--- src/rtl/rng_front_pkg.sv ---
package rng_front_pkg;

    localparam int unsigned DATA_W = 32;
    localparam int unsigned ADDR_W = 5;

    typedef enum logic [2:0] {
        SEL_CMD  = 3'd1,
        SEL_CTRL = 3'd2,
        SEL_STAT = 3'd3,
        SEL_ERR  = 3'd4,
        SEL_FIFO = 3'd5
    } reg_sel_e;

    // command bit positions
    localparam int unsigned CMD_TEST_BIT   = 0;
    localparam int unsigned CMD_SEED_BIT   = 1;
    localparam int unsigned CMD_CLRINT_BIT = 4;
    localparam int unsigned CMD_CLRERR_BIT = 5;
    // control bit positions
    localparam int unsigned CTL_MDONE_BIT  = 5;
    localparam int unsigned CTL_MERR_BIT   = 6;

    localparam logic [DATA_W-1:0] ERR_STAT_CODE = 32'h0000_0008;

    typedef struct packed {
        logic test;
        logic seed;
        logic clr_int;
        logic clr_err;
    } cmd_t;

    typedef enum logic [1:0] {
        SEQ_IDLE,
        SEQ_TEST,
        SEQ_SEED
    } seq_state_e;

    function automatic cmd_t decode_cmd(input logic [DATA_W-1:0] w);
        cmd_t c;
        c.test    = w[CMD_TEST_BIT];
        c.seed    = w[CMD_SEED_BIT];
        c.clr_int = w[CMD_CLRINT_BIT];
        c.clr_err = w[CMD_CLRERR_BIT];
        return c;
    endfunction

    function automatic logic [DATA_W-1:0] lfsr_step(input logic [DATA_W-1:0] s,
                                                    input logic [DATA_W-1:0] taps);
        return {1'b0, s[DATA_W-1:1]} ^ (s[0] ? taps : '0);
    endfunction

endpackage

--- src/rtl/rng_lfsr.sv ---
module rng_lfsr
    import rng_front_pkg::*;
#(
    parameter logic [DATA_W-1:0] TAPS = 32'h8020_0003,
    parameter logic [DATA_W-1:0] INIT = 32'h1ACE_B00C
) (
    input  logic              clk,
    input  logic              rst,
    input  logic              adv,
    output logic [DATA_W-1:0] word
);
    logic [DATA_W-1:0] state_q;

    always_ff @(posedge clk) begin
        if (rst)      state_q <= INIT;
        else if (adv) state_q <= lfsr_step(state_q, TAPS);
    end

    assign word = state_q;
endmodule

--- src/rtl/rng_fifo.sv ---
module rng_fifo #(
    parameter int unsigned DEPTH = 16,
    parameter int unsigned W     = 32,
    localparam int unsigned PW   = (DEPTH > 1) ? $clog2(DEPTH) : 1,
    localparam int unsigned LW   = $clog2(DEPTH + 1)
) (
    input  logic          clk,
    input  logic          rst,
    input  logic          push,
    input  logic [W-1:0]  din,
    input  logic          pop,
    output logic [W-1:0]  dout,
    output logic [LW-1:0] level,
    output logic          full
);
    logic [W-1:0]  mem [DEPTH];
    logic [PW-1:0] wr_ptr, rd_ptr;
    logic [LW-1:0] level_q;
    logic          do_push, do_pop;

    assign do_pop  = pop && (level_q != '0);
    assign do_push = push && (level_q != LW'(DEPTH));

    function automatic logic [PW-1:0] bump(input logic [PW-1:0] p);
        return (p == PW'(DEPTH - 1)) ? '0 : p + 1'b1;
    endfunction

    always_ff @(posedge clk) begin
        if (do_push) mem[wr_ptr] <= din;
    end

    always_ff @(posedge clk) begin
        if (rst) begin
            wr_ptr  <= '0;
            rd_ptr  <= '0;
            level_q <= '0;
        end else begin
            if (do_push) wr_ptr <= bump(wr_ptr);
            if (do_pop)  rd_ptr <= bump(rd_ptr);
            case ({do_push, do_pop})
                2'b10:   level_q <= level_q + 1'b1;
                2'b01:   level_q <= level_q - 1'b1;
                default: level_q <= level_q;
            endcase
        end
    end

    assign dout  = (level_q == '0) ? '0 : mem[rd_ptr];
    assign level = level_q;
    assign full  = (level_q == LW'(DEPTH));
endmodule

--- src/rtl/rng_seq.sv ---
module rng_seq
    import rng_front_pkg::*;
#(
    parameter int unsigned ST_CYCLES   = 6,
    parameter int unsigned SEED_CYCLES = 10,
    localparam int unsigned MAXC = (ST_CYCLES > SEED_CYCLES) ? ST_CYCLES : SEED_CYCLES,
    localparam int unsigned CW   = $clog2(MAXC + 1)
) (
    input  logic clk,
    input  logic rst,
    input  logic start_test,
    input  logic start_seed,
    input  logic fail_in,
    output logic busy,
    output logic test_fin,
    output logic seed_ok,
    output logic seed_bad
);
    seq_state_e    state_q;
    logic [CW-1:0] cnt_q;
    logic          last;

    assign last = (cnt_q == '0);

    always_ff @(posedge clk) begin
        if (rst) begin
            state_q <= SEQ_IDLE;
            cnt_q   <= '0;
        end else if (state_q == SEQ_IDLE) begin
            if (start_test) begin
                state_q <= SEQ_TEST;
                cnt_q   <= CW'(ST_CYCLES - 1);
            end else if (start_seed) begin
                state_q <= SEQ_SEED;
                cnt_q   <= CW'(SEED_CYCLES - 1);
            end
        end else if (last) begin
            state_q <= SEQ_IDLE;
        end else begin
            cnt_q <= cnt_q - 1'b1;
        end
    end

    assign busy     = (state_q != SEQ_IDLE);
    assign test_fin = (state_q == SEQ_TEST) && last;
    assign seed_ok  = (state_q == SEQ_SEED) && last && !fail_in;
    assign seed_bad = (state_q == SEQ_SEED) && last && fail_in;
endmodule

--- src/rtl/rng_front.sv ---
module rng_front
    import rng_front_pkg::*;
#(
    parameter int unsigned       ST_CYCLES   = 6,
    parameter int unsigned       SEED_CYCLES = 10,
    parameter int unsigned       FIFO_DEPTH  = 16,
    parameter logic [DATA_W-1:0] LFSR_TAPS   = 32'h8020_0003,
    parameter logic [DATA_W-1:0] LFSR_INIT   = 32'h1ACE_B00C,
    localparam int unsigned      LW          = $clog2(FIFO_DEPTH + 1)
) (
    input  logic              clk,
    input  logic              rst,
    input  logic              wr_en,
    input  logic              rd_en,
    input  logic [ADDR_W-1:0] addr,
    input  logic [DATA_W-1:0] wdata,
    output logic [DATA_W-1:0] rdata,
    input  logic              fail_inject,
    output logic              irq
);
    reg_sel_e          sel;
    cmd_t              cmd;
    logic              start_test, start_seed;
    logic              seq_busy, test_fin, seed_ok, seed_bad;
    logic              mask_done, mask_err;
    logic              test_done, seed_done, done_pend, seeded;
    logic [DATA_W-1:0] err_q;
    logic              fill_push, fifo_pop, fifo_full;
    logic [DATA_W-1:0] lfsr_word, fifo_word;
    logic [LW-1:0]     fifo_level;
    logic [3:0]        lvl_field;

    assign sel = reg_sel_e'(addr[4:2]);
    assign cmd = (wr_en && sel == SEL_CMD) ? decode_cmd(wdata) : '0;

    assign start_test = cmd.test && !seq_busy;
    assign start_seed = cmd.seed && !cmd.test && !seq_busy;

    rng_seq #(.ST_CYCLES(ST_CYCLES), .SEED_CYCLES(SEED_CYCLES)) u_seq (
        .clk(clk), .rst(rst),
        .start_test(start_test), .start_seed(start_seed), .fail_in(fail_inject),
        .busy(seq_busy), .test_fin(test_fin), .seed_ok(seed_ok), .seed_bad(seed_bad)
    );

    assign fill_push = seeded && !fifo_full;
    assign fifo_pop  = rd_en && (sel == SEL_FIFO);

    rng_lfsr #(.TAPS(LFSR_TAPS), .INIT(LFSR_INIT)) u_lfsr (
        .clk(clk), .rst(rst), .adv(fill_push), .word(lfsr_word)
    );

    rng_fifo #(.DEPTH(FIFO_DEPTH), .W(DATA_W)) u_fifo (
        .clk(clk), .rst(rst),
        .push(fill_push), .din(lfsr_word), .pop(fifo_pop),
        .dout(fifo_word), .level(fifo_level), .full(fifo_full)
    );

    always_ff @(posedge clk) begin
        if (rst) begin
            mask_done <= 1'b1;
            mask_err  <= 1'b1;
            test_done <= 1'b0;
            seed_done <= 1'b0;
            done_pend <= 1'b0;
            seeded    <= 1'b0;
            err_q     <= '0;
        end else begin
            if (wr_en && sel == SEL_CTRL) begin
                mask_done <= wdata[CTL_MDONE_BIT];
                mask_err  <= wdata[CTL_MERR_BIT];
            end
            // clears first, so a completion in the same cycle wins
            if (cmd.clr_err) begin
                err_q     <= '0;
                done_pend <= 1'b0;
            end else if (cmd.clr_int && err_q == '0) begin
                done_pend <= 1'b0;
            end
            if (start_test) test_done <= 1'b0;
            if (start_seed) begin
                seed_done <= 1'b0;
                seeded    <= 1'b0;
            end
            if (test_fin) begin
                test_done <= 1'b1;
                done_pend <= 1'b1;
            end
            if (seed_ok || seed_bad) begin
                seed_done <= 1'b1;
                done_pend <= 1'b1;
            end
            if (seed_ok)  seeded <= 1'b1;
            if (seed_bad) err_q  <= ERR_STAT_CODE;
        end
    end

    assign irq = (done_pend && !mask_done) || ((err_q != '0) && !mask_err);

    assign lvl_field = (fifo_level > LW'(15)) ? 4'hF : 4'(fifo_level);

    always_comb begin
        rdata = '0;
        if (rd_en) begin
            case (sel)
                SEL_CTRL: begin
                    rdata[CTL_MDONE_BIT] = mask_done;
                    rdata[CTL_MERR_BIT]  = mask_err;
                end
                SEL_STAT: begin
                    rdata[4]    = test_done;
                    rdata[5]    = seed_done;
                    rdata[11:8] = lvl_field;
                    rdata[12]   = fifo_full;
                    rdata[16]   = (err_q != '0);
                end
                SEL_ERR:  rdata = err_q;
                SEL_FIFO: rdata = fifo_word;
                default:  rdata = '0;
            endcase
        end
    end
endmodule

--- config.mk ---
export PLATFORM = sky130hd
export DESIGN_NAME = rng_front
export DESIGN_NICKNAME = d
export VERILOG_FILES = /design/src/rtl/rng_front_pkg.sv /design/src/rtl/rng_lfsr.sv /design/src/rtl/rng_fifo.sv /design/src/rtl/rng_seq.sv /design/src/rtl/rng_front.sv
export SDC_FILE = /design/constraint.sdc
export NUM_CORES = 1
export LEC_CHECK = 0
export BUFFER_PORTS_ARGS = -buffer_cell sky130_fd_sc_hd__buf_4
export CAP_MARGIN = 20
export CORE_UTILIZATION = 38
export CTS_BUF_LIST = sky130_fd_sc_hd__clkbuf_4 sky130_fd_sc_hd__clkbuf_8
export CTS_CLUSTER_DIAMETER = 50
export CTS_CLUSTER_SIZE = 30
export DETAILED_ROUTE_END_ITERATION = 10
export PLACE_DENSITY_LB_ADDON = 0.15
export SLEW_MARGIN = 40
export SYNTH_ARGS = -nofsm -noshare
export SYNTH_HDL_FRONTEND = slang
export SYNTH_HIERARCHICAL = 1
export SYNTH_SLANG_ARGS = --single-unit
export TNS_END_PERCENT = 5
--- constraint.sdc ---
create_clock -name clk -period 6.19 [get_ports clk]
set_input_delay 0.3095 -clock clk [delete_from_list [all_inputs] [get_ports clk]]
set_output_delay 0.3095 -clock clk [all_outputs]
set_load 0.05 [all_outputs]
### After elaboration in Yosys (flattened, before gate mapping)

Memory sizes are Yosys's and may differ from the RTL's. A register that Yosys moved wholly into a read port is not among the register bits.
Index checks and enable logic that the tools add are counted.

* bits in registers: 58
* bits in latches: 0
* memory bits (writable): 512
* bits in read-only memories: 0
* input bits: 42
* output and inout port bits: 33
* word-level logic and storage cells: 115
* memories: 1

* $add $sub $neg: 5
* multiply operators: 0
* div/mod/pow operators: 0
* magnitude comparators: 1
* equal/unequal tests: 15
* shift operators: 0
* multiplexer cells: 40
* bitwise logic cells: 1
* reduce and logical (&&, ||, !) cells: 39

Memories
* u_fifo.mem: depth 16, bits a word 32, rd ports 1, clocked after Yosys merged registers in 1, wr ports 1, RTL line rng_fifo.sv:16 `logic [W-1:0] mem [DEPTH];`

Operators with widths (count)
* 2-to-1 mux 32 bit: 3
* 2-to-1 mux 4 bit: 12
* zero test 32 bit: 1
* XOR 31 x 32 -> 32 bit: 1
* one-hot mux 5 bit (2 select lines): 2
* logical AND 1 bit: 16
* 2-to-1 mux 15 bit: 1
* nonzero test 2 bit: 7
* 2-to-1 mux 1 bit: 12
* adder 4 x 1 -> 4 bit, second input constant: 2
* == test 4 bit, second input constant: 2
* 2-to-1 mux 2 bit: 4
* one-hot mux 4 bit (2 select lines): 1
* == test 3 x 2 -> 1 bit, second input constant: 2
* == test 3 bit, second input constant: 2
* zero test 1 bit: 6
* one-hot mux 1 bit (2 select lines): 3
* adder 5 x 1 -> 5 bit, second input constant: 1
* == test 5 bit, second input constant: 1
* greater-than comparator 5 x 4 -> 1 bit, second input constant: 1
* zero test 5 bit: 1
* != test 5 bit, second input constant: 1
* nonzero test 5 bit: 1
* subtractor 5 x 1 -> 5 bit, second input constant: 1
* 13 further kinds: 17

### Depth between registers and ports, before layout

Gate-level depths: netlist of run 1.

* word-level depth: 9
* gate-level depth with buffers: 14

### Cells and area by module

Netlist of run 1, hierarchy kept.

By module, submodules not included
* rng_fifo: instances 1, cells an instance 908, area an instance 20404.6 sq um, seq. area each 15715.1 sq um
* rng_lfsr: instances 1, cells an instance 107, area an instance 1194.9 sq um, seq. area each 640.6 sq um
* rng_front: instances 1, cells an instance 88, area an instance 685.7 sq um, seq. area each 140.1 sq um
* rng_seq: instances 1, cells an instance 38, area an instance 350.3 sq um, seq. area each 120.1 sq um

### Least setup slack after synthesis of run 1

Ideal clock, no wire load.

* path kind: register to register
* from: register u_fifo.level_q[0], in the netlist u_fifo/level[0]
* to: memory u_fifo.mem[0][0] (enable)
* library setup time: 0.461 ns
* arrival time: 3.781 ns
* required time: 5.729 ns
* path slack: 1.948 ns
* stages on the path, launching flop included: 7
* path buffers: 0
* cells stage by stage: dfxtp_1 > or4_4 > nor2_1 > nor2b_1 > a21boi_1 > nand2_1 > nor3_1

* cells in the longest elaborated chain, start to end: 6
* elaborated cells on any way between the ends: 7
* classes of those cells: eq/ne (2); mux (2); reduce/logical (3)

RTL lines
* start: declaration: RTL line rng_fifo.sv:18 `logic [LW-1:0] level_q;`
* start signal: assignment: RTL line rng_fifo.sv:41 `2'b10: level_q <= level_q + 1'b1;`
* start signal: assignment: RTL line rng_fifo.sv:42 `2'b01: level_q <= level_q - 1'b1;`
* start signal: assignment: RTL line rng_fifo.sv:43 `default: level_q <= level_q;`
* == test 5 bit: RTL line rng_fifo.sv:50 `assign full = (level_q == LW'(DEPTH));`
* via fifo_full: RTL line rng_front.sv:28 `logic fill_push, fifo_pop, fifo_full;`
* zero test 1 bit: RTL line rng_front.sv:45 `assign fill_push = seeded && !fifo_full;`
* logical AND 1 bit: RTL line rng_front.sv:45
* via fill_push: RTL line rng_front.sv:28
* logical AND 1 bit: RTL line rng_fifo.sv:22 `assign do_push = push && (level_q != LW'(DEPTH));`
* 2-to-1 mux 1 bit: RTL line rng_fifo.sv:29 `if (do_push) mem[wr_ptr] <= din;`
* 2-to-1 mux 1 bit (implied by the code): RTL line rng_fifo.sv:29
* end: declaration: RTL line rng_fifo.sv:16

The timed path passes the listed nets, and every way through them passes these cells.

==> results.tsv, run 1 <==
metric	value	unit
status	completed	
sequential area share after synthesis	73.4	%
M2 GR Usage	28.4	%
met1 GRT Util	23.8	%
cell taking the most area after synthesis	edfxtp_1	
clk_lat worst skew	0.69	ns
DRC	0	
Tcrit/Tclk final	62.0	%
Worst R2R Start	u_fifo/level[2]$_SDFFE_PP0P_	
Syn. warnings	6	
cell with the most instances after synthesis	edfxtp_1	
Horiz. Die Dim	246	µm
Post-CTS Setup Repair Bufs	0	
Cells on Worst Hold Path	3	
io pins	75	
Hold Slack	0.0561	ns
Fin. Hold Viols	0	
Inserted Clock Buffers	51	
post-DR wirelength/cell	24.9	µm
Max Freq	260	MHz
hold wc startpoint	wdata[1]	
Die Ht	246	µm
Vias/cell	5.38	
data required time of the worst path	5.88	ns
Yosys cell types	67	
synthesized flop and latch total	574	
ratio of cells with drive above 1 in the final layout	27.1	%
WL final	50500	µm
Final GP Congestion	0.703	
Rows	89	
setup TNS	0	ns
Buffers on Ports	45	
CTS Sinks	574	
Synth-to-Final Area Change	12.2	%
Final Net Count	1267	
CP Cell Sequence	buf_4, mux4_2, mux2i_1, nor2b_1, a221o_1, a22o_1, buf_4	
Post-synth top cells	512 x edfxtp_1, 128 x mux4_2, 62 x dfxtp_1, 55 x mux2i_1, 54 x nor2_1	
GRT Total Usage	17.2	%
Hold Path Class	primary input to register	
max_cap viols	0	
Worst-path clk slew	0.10	ns
Syn Nets	1192	
FF-to-FF End	u_fifo/mem[7][9]$_DFFE_PP_	
pwr/cell area	272	nW/µm²
worst-path cell with the longest stage delay	dfxtp_4	
minimum clock period	3.84	ns
Worst setup SP type	register	
GR Util met3	2.86	%
Initial Util	38.4	%
DR iter-0 viols	720	
vias in the first global route	11300	
EDFF count, synth	512	
CTS tree	yes	
most frequent CP cell	buf_4	
vias	10900	
placed cell areas	24100	µm²
dpl cells	1932	
core box area	58900	µm²
family with the most delay on the worst path	flip-flops	
initial antenna violation count	1	
DPL Wire Length	27600	µm
slew at the pin closest to its max-slew limit	0.777	ns
grt peak-use layer	met2	
leakage	0.00773	µW
kind of critical path	register to output pin	
Slew Viols, Final	0	
die area	60500	µm²
CP Buf/Inv Count	2	
DR pass1 iterations	5	
VDD IR-drop max	0.000122	V
R2R Setup Slk	2.60	ns
CTS Hold Bufs	4	
Synth Cell Area	22600	µm²
post_cts resized	0	
antenna-violating nets left	0	
Yosys top cell area share	67.9	%
Pwr Total	6900	µW
clk buf depth	3	
Max transition margin	48.1	%
CP max stage delay	0.85	ns
Post-Layout Cell Count	2030	
synthesized area per cell	19.8	µm²
first-pass GRT wire length	75600	µm
Primary FF master, synth	edfxtp_1	
Worst EP arrival	3.53	ns
H-tree Lvls	2	
clk_skew	0.0410	ns
Non-Filler Cell Area, Final	25400	µm²
RSZ-0062 raised after global routing	false	
R2R cell count	10	
Final setup viols	0	
Hold Path Sink	seed_done$_SDFFE_PP0P_	
CTS root buffer	clkbuf_8	
asr flop ratio synth	0	%
largest cells by area after synthesis	edfxtp_1 68%, mux4_2 13%, dfxtp_1 5.5%, mux2i_1 2.4%, a221o_1 1.4%	
Post-Synthesis Cells	1141	
Filler Cells Inserted	5104	
Setup crit end kind	output pin	
largest net degree at the start of global routing	68	
crit path max fanout	37	
GR Overflow Total	0	
worst reg2reg max path: stages (launching register included):
cell and delay [ns]:
dfxtp_1 0.55, or4_4 0.25, nor2_1 0.08, nor2b_4 0.12, buf_4 0.62, o211ai_1 0.35, buf_2 0.28, nor2_4 0.38
buf_16 0.21, buf_8 0.18, buf_4 0.27
flip-flops by register name, summed over array words and instances, names as in the netlist, named ones only:
name           flops
u_fifo/wr_ptr      4
u_seq/cnt_q        4
u_fifo/level       5
u_fifo/rd_ptr      4
mask_done          1
mask_err           1
u_lfsr/word       32
err_q              1
seed_done          1
test_done          1
done_pend          1
u_fifo/mem       512
seeded             1
u_seq/state_q      2
report_power, final:
part / internal [µW] / switching (µW)
registers: 4150 / 13.1
logic: 89.4 / 114
clock network: 1060 / 1470
area by class of cell:
cell class	instances	area [µm²]	area share, %
timing repair buffer	85	802	3.16
antenna	1	2.50	0.00985
multi-input combinational	487	5720	22.5
sequential	574	16600	65.5
inverter	17	63.8	0.251
clock buffer	56	764	3.01
clock inverter	37	443	1.74
tap	773	967	3.81
per-layer routing:
layer | up-vias | part of all wire (%)
met5 | - | 0
met4 | 0 | 1.9
met3 | 64 | 4.5
met2 | 213 | 49
met1 | 5842 | 45
li1 | 4795 | -
placed cells by master, fill, tap and decap left out, types with 4 or more instances in the layout:
master,instances
dlygate4sd3_1,4
a211o_1,13
nand2_1,6
o21ai_0,6
clkbuf_8,55
a21oi_1,13
o2bb2ai_1,4
buf_4,69
nor2b_1,46
xor2_1,7
clkinvlp_4,4
dfxtp_1,59
clkinv_8,5
inv_8,5
nand2b_1,9
nor2_1,42
o22ai_1,5
nor3_1,6
inv_1,16
mux2i_1,55
nor2_4,15
ha_1,9
nand3_1,4
mux4_2,128
edfxtp_1,512
inv_6,12
and2_1,22
a221o_1,32
buf_16,5
logic make-up after synthesis:
group                      share of synthesized area, %
DFF                                                73.4
muxes                                              15.3
and+or+nand+nor                                    4.77
AOI/OAI and AO/OA                                  3.62
buffers and inverters                              2.00
xor gates and xnor gates                          0.387
adders and majority gates                         0.497
how the worst max path moves through the flow:
stage,depth (start not counted),start,end,slack (ns)
2_1_floorplan,6,u_fifo/level[0]$_SDFFE_PP0P_,u_fifo/mem[0][0]$_DFFE_PP_,1.95
3_3_place_gp,7,u_fifo/level[2]$_SDFFE_PP0P_,u_fifo/mem[7][31]$_DFFE_PP_,2.27
3_5_place_dp,7,u_fifo/level[2]$_SDFFE_PP0P_,u_fifo/mem[2][18]$_DFFE_PP_,2.52
4_1_cts,7,register,rdata[12],2.20
5_1_grt,7,register,rdata[12],2.11
6_report,7,register,rdata[12],2.35
per-stage QoR:
stage / utilization (%) / worst slack (ns)
3_5_place_dp: 41.0 / 2.52
5_1_grt: 43.1 / 2.11
6_report: 43.1 / 2.35
3_3_place_gp: 40.6 / 2.27
4_1_cts: 43.1 / 2.20
2_1_floorplan: - / 1.95
Note: power is estimated with default switching activity, not from simulation.
==> run 2: changes to the inputs <==
==> constraint.sdc (replaced) <==
create_clock -name clk -period 3.8 [get_ports clk]
set_input_delay 0.19 -clock clk [delete_from_list [all_inputs] [get_ports clk]]
set_output_delay 0.19 -clock clk [all_outputs]
set_load 0.05 [all_outputs]
==> results.tsv, run 2 (synthesized netlist as in run 1, its figures left out) <==
metric	value	unit	change
status	completed		unchanged
CTS tree	yes		unchanged
crit path max fanout	17		was 37
first-pass GRT wire length	76500	µm	was 75600 µm
slew at the pin closest to its max-slew limit	0.900	ns	was 0.777 ns
Switch Pwr	2660	µW	was 1600 µW
post_cts resized	0		unchanged
Slew Viols, Final	0		unchanged
vias in the first global route	11200		was 11.3k
clk_lat worst skew	0.69	ns	about the same
GRT Total Usage	17.5	%	was 17.2%
Cells on Worst Hold Path	4		was 3
DR iter-0 viols	869		was 720
largest net degree at the start of global routing	52		was 68
Final Core Density	43.5	%	was 43.1%
max FFs per register	512		unchanged
Rows	89		unchanged
io pins	75		unchanged
Reg area	16600	µm²	unchanged
Seq pwr share	59.1	%	was 60.4%
Setup crit end kind	output pin		unchanged
Non-Filler Cell Area, Final	25600	µm²	was 25400 µm²
worst-path cell with the longest stage delay	nor4_1		was dfxtp_4
Worst setup SP type	register		unchanged
placed cell areas	24100	µm²	about the same
DRC	0		unchanged
Post-Layout Cell Count	2051		was 2030
CTS Sinks	574		unchanged
most frequent cells in the layout	512 x edfxtp_1, 128 x mux4_2, 76 x buf_4, 59 x dfxtp_1, 56 x clkbuf_8		was 512 x edfxtp_1, 128 x mux4_2, 69 x buf_4, 59 x dfxtp_1
ratio of cells with drive above 1 in the final layout	27.3	%	was 27.1%
R2R Setup Slk	0.59	ns	was 2.60 ns
GR Overflow Total	0		unchanged
H-tree Lvls	2		unchanged
Final setup viols	0		unchanged
Filler Cells Inserted	5081		was 5104
vias	11100		was 10.9k
minimum clock period	3.51	ns	
commonest non-fill, non-tap cell in the layout	edfxtp_1		unchanged
most frequent CP cell	buf_4		unchanged
Die Ht	246	µm	unchanged
sw frac	23.2	%	was 23.1%
RSZ-0062 raised after global routing	false		unchanged
Initial Util	38.4	%	unchanged
CP Cell Sequence	buf_4, nor4_1, a21oi_4, buf_4, nor2b_1, a221o_1, and2_1, buf_4		was buf_4, mux4_2, mux2i_1, nor2b_1, a221o_1, a22o_1, buf_4
post-DR wirelength/cell	25.3	µm	was 24.9 µm
max_cap viols	0		unchanged
data required time of the worst path	3.61	ns	was 5.88 ns
clk buf depth	3		unchanged
CTS root buffer	clkbuf_8		unchanged
Worst-path clk slew	0.10	ns	about the same
Tcrit/Tclk final	92.3	%	
Final GP Congestion	0.719		was 0.703
Fin. Hold Viols	0		unchanged
CTS Hold Bufs	15		was 4
Hold Path Sink	test_done$_SDFFE_PP0P_		was seed_done$_SDFFE_PP0P_
Worst EP arrival	3.32	ns	was 3.53 ns
initial antenna violation count	2		was 1
Int Power	8810	µW	was 5300 µW
R2R cell count	8		was 10
pwr/cell area	448	nW/µm²	was 272 nW/µm²
clk_skew	0.0280	ns	was 0.0410 ns
Buffers on Ports	45		unchanged
WL final	51800	µm	was 50500 µm
dpl cells	1937		was 1932
Comb pwr share	3.1	%	was 3.0%
Horiz. Die Dim	246	µm	unchanged
Vias/cell	5.41		was 5.38
kind of critical path	register to output pin		unchanged
Max Freq	285	MHz	
Worst R2R Start	u_fifo/level[1]$_SDFFE_PP0P_		was u_fifo/level[2]$_SDFFE_PP0P_
core box area	58900	µm²	unchanged
leakage	0.00781	µW	was 0.00773 µW
Max transition margin	39.9	%	was 48.1%
Synth-to-Final Area Change	13.1	%	was 12.2%
FF-to-FF End	u_fifo/mem[0][2]$_DFFE_PP_		was u_fifo/mem[7][9]$_DFFE_PP_
CP max stage delay	0.61	ns	was 0.85 ns
largest register by flop count	u_fifo/mem		unchanged
Clk pwr share	37.8	%	was 36.7%
area occupied by multi-input gates	5740	µm²	was 5720 µm²
antenna-violating nets left	0		unchanged
Hold Path Class	primary input to register		unchanged
Inserted Clock Buffers	52		was 51
VDD IR-drop max	0.000253	V	was 0.000122 V
hold wc startpoint	addr[4]		was wdata[1]
Post-CTS Setup Repair Bufs	0		unchanged
die area	60500	µm²	unchanged
DR pass1 iterations	5		unchanged
Final Net Count	1284		was 1267
DPL Wire Length	28100	µm	was 27600 µm
run 2: changes by cell type in the layout (fill, tap and decap cells not counted), moves of 3 or more:
| cell | change |
|---|---|
| buf_4 | +7 |
| inv_6 | -7 |
| dlygate4sd3_1 | +11 |
| inv_8 | +4 |
| buf_12 | +4 |
| clkinvlp_4 | +3 |
| buf_16 | -4 |
run 2: worst max-delay path: cells and delay by family, from the launching register on:
kind                   cells  cell delay (ns)
AO/OA/AOI/OAI              2             0.69
flip-flops                 1             0.32
buffers and inverters      3             0.67
AND/OR/NAND/NOR            3             0.96
run 2: worst max-delay path by stage:
stage / from / to / depth (start not counted)
floorplan: u_fifo/level[0]$_SDFFE_PP0P_ / u_fifo/mem[1][0]$_DFFE_PP_ / 6
global placement: u_fifo/level[1]$_SDFFE_PP0P_ / u_fifo/mem[2][19]$_DFFE_PP_ / 8
detailed placement: u_fifo/level[1]$_SDFFE_PP0P_ / u_fifo/mem[0][10]$_DFFE_PP_ / 8
CTS: u_fifo/level[1]$_SDFFE_PP0P_ / rdata[16] / 7
global route: u_fifo/level[1]$_SDFFE_PP0P_ / rdata[16] / 7
finish: u_fifo/level[2]$_SDFFE_PP0P_ / rdata[0] / 8
run 2: cell type report:
| cell class | instances | share of cell area [%] |
|---|---|---|
| Clock buffer | 57 | 3.04 |
| Sequential cell | 574 | 65.0 |
| Inverter | 17 | 0.249 |
| Clock inverter | 41 | 2.05 |
| Multi-Input combinational cell | 487 | 22.4 |
| Antenna cell | 1 | 0.00978 |
| Tap cell | 773 | 3.78 |
| Timing Repair Buffer | 101 | 3.51 |
run 2: stage by stage:
stage / hold slack, ns / total power (µW) / setup slack (ns) / TNS, ns
after CTS: 0.0217 / 11600 / 0.206 / 0
after global routing: 0.0670 / 11900 / 0.0936 / 0
after detailed placement: 0.474 / 7270 / 0.591 / 0
after global placement: 0.451 / 7280 / 0.604 / 0
final: 0.0795 / 11500 / 0.293 / 0
after floorplan: 0.259 / 7150 / -0.439 / -28.45
run 2: metal layers:
metal	wire (µm)	GRT usage, %
met1	23300	24.3
met5	0	0
met3	2350	3.28
met4	836	3.93
met2	25300	28.5
run 2: power by group through the flow:
stage / Clock [µW] / Sequential (µW) / Combinational (µW)
after global routing: 4690 / 6780 / 386
after floorplan: 0 / 6920 / 230
after CTS: 4480 / 6780 / 364
final: 4340 / 6770 / 358
after global placement: 0 / 6920 / 356
after detailed placement: 0 / 6920 / 355
==> run 3: changes to the inputs <==
--- a/config.mk
+++ b/config.mk
@@ -16,6 +16,5 @@
 export SLEW_MARGIN = 40
 export SYNTH_ARGS = -nofsm -noshare
 export SYNTH_HDL_FRONTEND = slang
-export SYNTH_HIERARCHICAL = 1
 export SYNTH_SLANG_ARGS = --single-unit
 export TNS_END_PERCENT = 5
==> results.tsv, run 3 <==
metric	value	unit	change
die area	59800	µm²	was 60500 µm²
Filler Cells Inserted	5122		was 5081
initial antenna violation count	1		was 2
Tcrit/Tclk final	84.1	%	was 92.3%
asr flop ratio synth	0	%	unchanged
DPL Wire Length	27900	µm	was 28100 µm
kind of critical path	register to output pin		unchanged
Fin. Hold Viols	0		unchanged
Post-synth top cells	512 x edfxtp_1, 126 x mux4_2, 77 x nand2_1, 62 x dfxtp_1, 36 x a21oi_1		was 512 x edfxtp_1, 128 x mux4_2, 62 x dfxtp_1, 55 x mux2i_1, 54 x nor2_1
core box area	57900	µm²	was 58900 µm²
ratio of cells with drive above 1 in the final layout	26.6	%	was 27.3%
grt peak-use layer	met2		unchanged
cell with the most instances after synthesis	edfxtp_1		unchanged
VDD IR-drop max	0.000330	V	was 0.000253 V
crit path max fanout	42		was 17
CTS root buffer	clkbuf_8		unchanged
Compound-Gate Fraction of Synth Area	4.09	%	was 3.62%
Syn. warnings	0		was 6
Buffers on Ports	45		unchanged
post_cts resized	0		unchanged
RSZ-0062 raised after global routing	false		unchanged
EDFF count, synth	512		unchanged
multiplexer share of the synthesized area	13.9	%	was 15.3%
DR pass1 iterations	5		unchanged
Die Ht	245	µm	was 246 µm
Post-Synth XOR/XNOR Area	0.392	%	was 0.387%
Worst EP arrival	3.00	ns	was 3.32 ns
Synth-to-Final Area Change	12.4	%	was 13.1%
Final GP Congestion	0.759		was 0.719
GRT Total Usage	16.9	%	was 17.5%
worst-path cell with the longest stage delay	dfxtp_4		was nor4_1
Final setup viols	0		unchanged
Primary FF master, synth	edfxtp_1		unchanged
vias	10900		was 11.1k
Final Net Count	1300		was 1284
CP Cell Sequence	buf_12, mux4_2, mux2i_1, o221ai_1, buf_4		was buf_4, nor4_1, a21oi_4, buf_4, nor2b_1, a221o_1, and2_1, buf_4
DRC	0		unchanged
synthesized area per cell	19.0	µm²	was 19.8 µm²
clk_skew	0.0467	ns	was 0.0280 ns
Horiz. Die Dim	245	µm	was 246 µm
DR iter-0 viols	691		was 869
status	completed		unchanged
io pins	75		unchanged
Initial Util	38.6	%	was 38.4%
antenna-violating nets left	0		unchanged
Syn Nets	1228		was 1192
data required time of the worst path	3.61	ns	about the same
Vias/cell	5.31		was 5.41
Rows	88		was 89
largest family of logic cells by synthesized area	multiplexers		unchanged
slew at the pin closest to its max-slew limit	0.798	ns	was 0.900 ns
sequential area share after synthesis	74.3	%	was 73.4%
met1 GRT Util	23.5	%	was 24.3%
clk_lat worst skew	0.68	ns	was 0.69 ns
first-pass GRT wire length	74600	µm	was 76500 µm
vias in the first global route	11400		was 11.2k
simple logic cell fraction of the synthesized area	4.82	%	was 4.77%
Clk pwr share	38.4	%	was 37.8%
minimum clock period	3.19	ns	was 3.51 ns
Post-Synthesis Cells	1176		was 1141
H-tree Lvls	2		unchanged
Int Power	8730	µW	was 8810 µW
Max transition margin	46.3	%	was 39.9%
Synth Cell Area	22400	µm²	was 22600 µm²
largest register by flop count	u_fifo.mem		was u_fifo/mem
GR Util met3	2.48	%	was 3.28%
Hold Path Class	primary input to register		unchanged
commonest non-fill, non-tap cell in the layout	edfxtp_1		unchanged
M2 GR Usage	27.5	%	was 28.5%
CTS Sinks	574		unchanged
sw frac	21.4	%	was 23.2%
Max Freq	313	MHz	was 285 MHz
clk buf depth	3		unchanged
GR Overflow Total	0		unchanged
CTS tree	yes		unchanged
most frequent cells in the layout	512 x edfxtp_1, 126 x mux4_2, 77 x nand2_1, 74 x buf_4, 57 x dfxtp_1		was 512 x edfxtp_1, 128 x mux4_2, 76 x buf_4, 59 x dfxtp_1, 56 x clkbuf_8
Pwr Total	11100	µW	was 11500 µW
Post-Place Worst Slack	0.847	ns	was 0.591 ns
family with the most delay on the worst path	multiplexers		was simple AND/OR/NAND/NOR gates
Yosys top cell area share	68.8	%	was 67.9%
Slew Viols, Final	0		unchanged
Worst setup SP type	register		unchanged
Setup crit end kind	output pin		unchanged
Worst-path clk slew	0.12	ns	was 0.10 ns
leakage	0.00806	µW	was 0.00781 µW
Post-CTS Setup Repair Bufs	0		unchanged
largest net degree at the start of global routing	61		was 52
CP max stage delay	0.75	ns	was 0.61 ns
post-DR wirelength/cell	23.7	µm	was 25.3 µm
synthesized flop and latch total	574		unchanged
Inserted Clock Buffers	51		was 52
largest cells by area after synthesis	edfxtp_1 69%, mux4_2 13%, dfxtp_1 5.6%, nand2_1 1.3%, mux2i_1 0.90%		was edfxtp_1 68%, mux4_2 13%, dfxtp_1 5.5%, mux2i_1 2.4%, a221o_1 1.4%
Yosys cell types	62		was 67
pwr/cell area	442	nW/µm²	was 448 nW/µm²
max FFs per register	512		unchanged
post-route setup slack	0.606	ns	was 0.293 ns
max_cap viols	0		unchanged
CP Buf/Inv Count	2		was 3
Switch Pwr	2370	µW	was 2660 µW
WL final	48800	µm	was 51800 µm
Seq pwr share	61.0	%	was 59.1%
Comb pwr share	0.6	%	was 3.1%
cell taking the most area after synthesis	edfxtp_1		unchanged
Adder-Cell Fraction of Synth Area	0.560	%	was 0.497%
run 3: path summary, 6_finish.rpt:
path / from / to / slack, ns / cells after the start
max: register / rdata[9] / 0.61 / 5
min: rst / u_lfsr.word[8]$_SDFFE_PP0P_ / 0.06 / 2
max reg2reg: u_fifo.level[2]$_SDFFE_PP0P_ / u_fifo.level[4]$_SDFFE_PP0P_ / 0.75 / 10
min reg2reg: u_seq.cnt_q[0]$_SDFFE_PP0P_ / u_seq.cnt_q[0]$_SDFFE_PP0P_ / 0.50 / 2
run 3: kinds of logic after synthesis:
family          Yosys count
fa+ha+maj                10
simple gates            205
xor+xnor                 10
buf+inv                  88
flops                   574
mux                     153
compound gates          136
run 3: routing by layer:
metal  routed length [µm]  up-vias  part of all wire (%)
met5                    0        -                     0
met4                 1010        0                   2.1
met3                 1690       57                   3.5
met2                23800      179                    49
met1                22300     5796                    46
li1                     -     4900                     -
run 3: what timing repair did:
item / 4_1_cts / 5_1_grt
hold buffers: 8 / 0
endpoints found under the hold margin: 11 / 0
endpoints found under the setup margin: 0 / 0
run 3: stage by stage:
step                      util [%]  hold WS (ns)  std cells  cell area [µm²]  TNS (ns)
final                         43.4        0.0628       2057            25100         0
after global routing          43.4        0.0675       2056            25100         0
after CTS                     43.4        0.0204       2056            25100         0
after detailed placement      41.0         0.401       1952            23800         0
after global placement        41.0         0.397       1952            23800         0
after floorplan                  -         0.308       1176            22400   -137.12
run 3: power groups by stage:
stage	registers (µW)	clock network (µW)	logic [µW]
2_1_floorplan	6920	0	37.4
3_3_place_gp	6920	0	62.3
3_5_place_dp	6920	0	62.5
4_1_cts	6770	4400	68.1
5_1_grt	6770	4630	74.2
6_report	6770	4260	67.5
run 3: cell type report:
type | count | area, µm² | area share (%)
Multi-Input combinational cell | 514 | 5380 | 21.4
Antenna cell | 1 | 2.50 | 0.00996
Clock inverter | 40 | 533 | 2.12
Timing Repair Buffer | 91 | 816 | 3.25
Clock buffer | 56 | 746 | 2.97
Inverter | 16 | 60.1 | 0.239
Sequential cell | 574 | 16600 | 66.2
Tap cell | 765 | 957 | 3.81
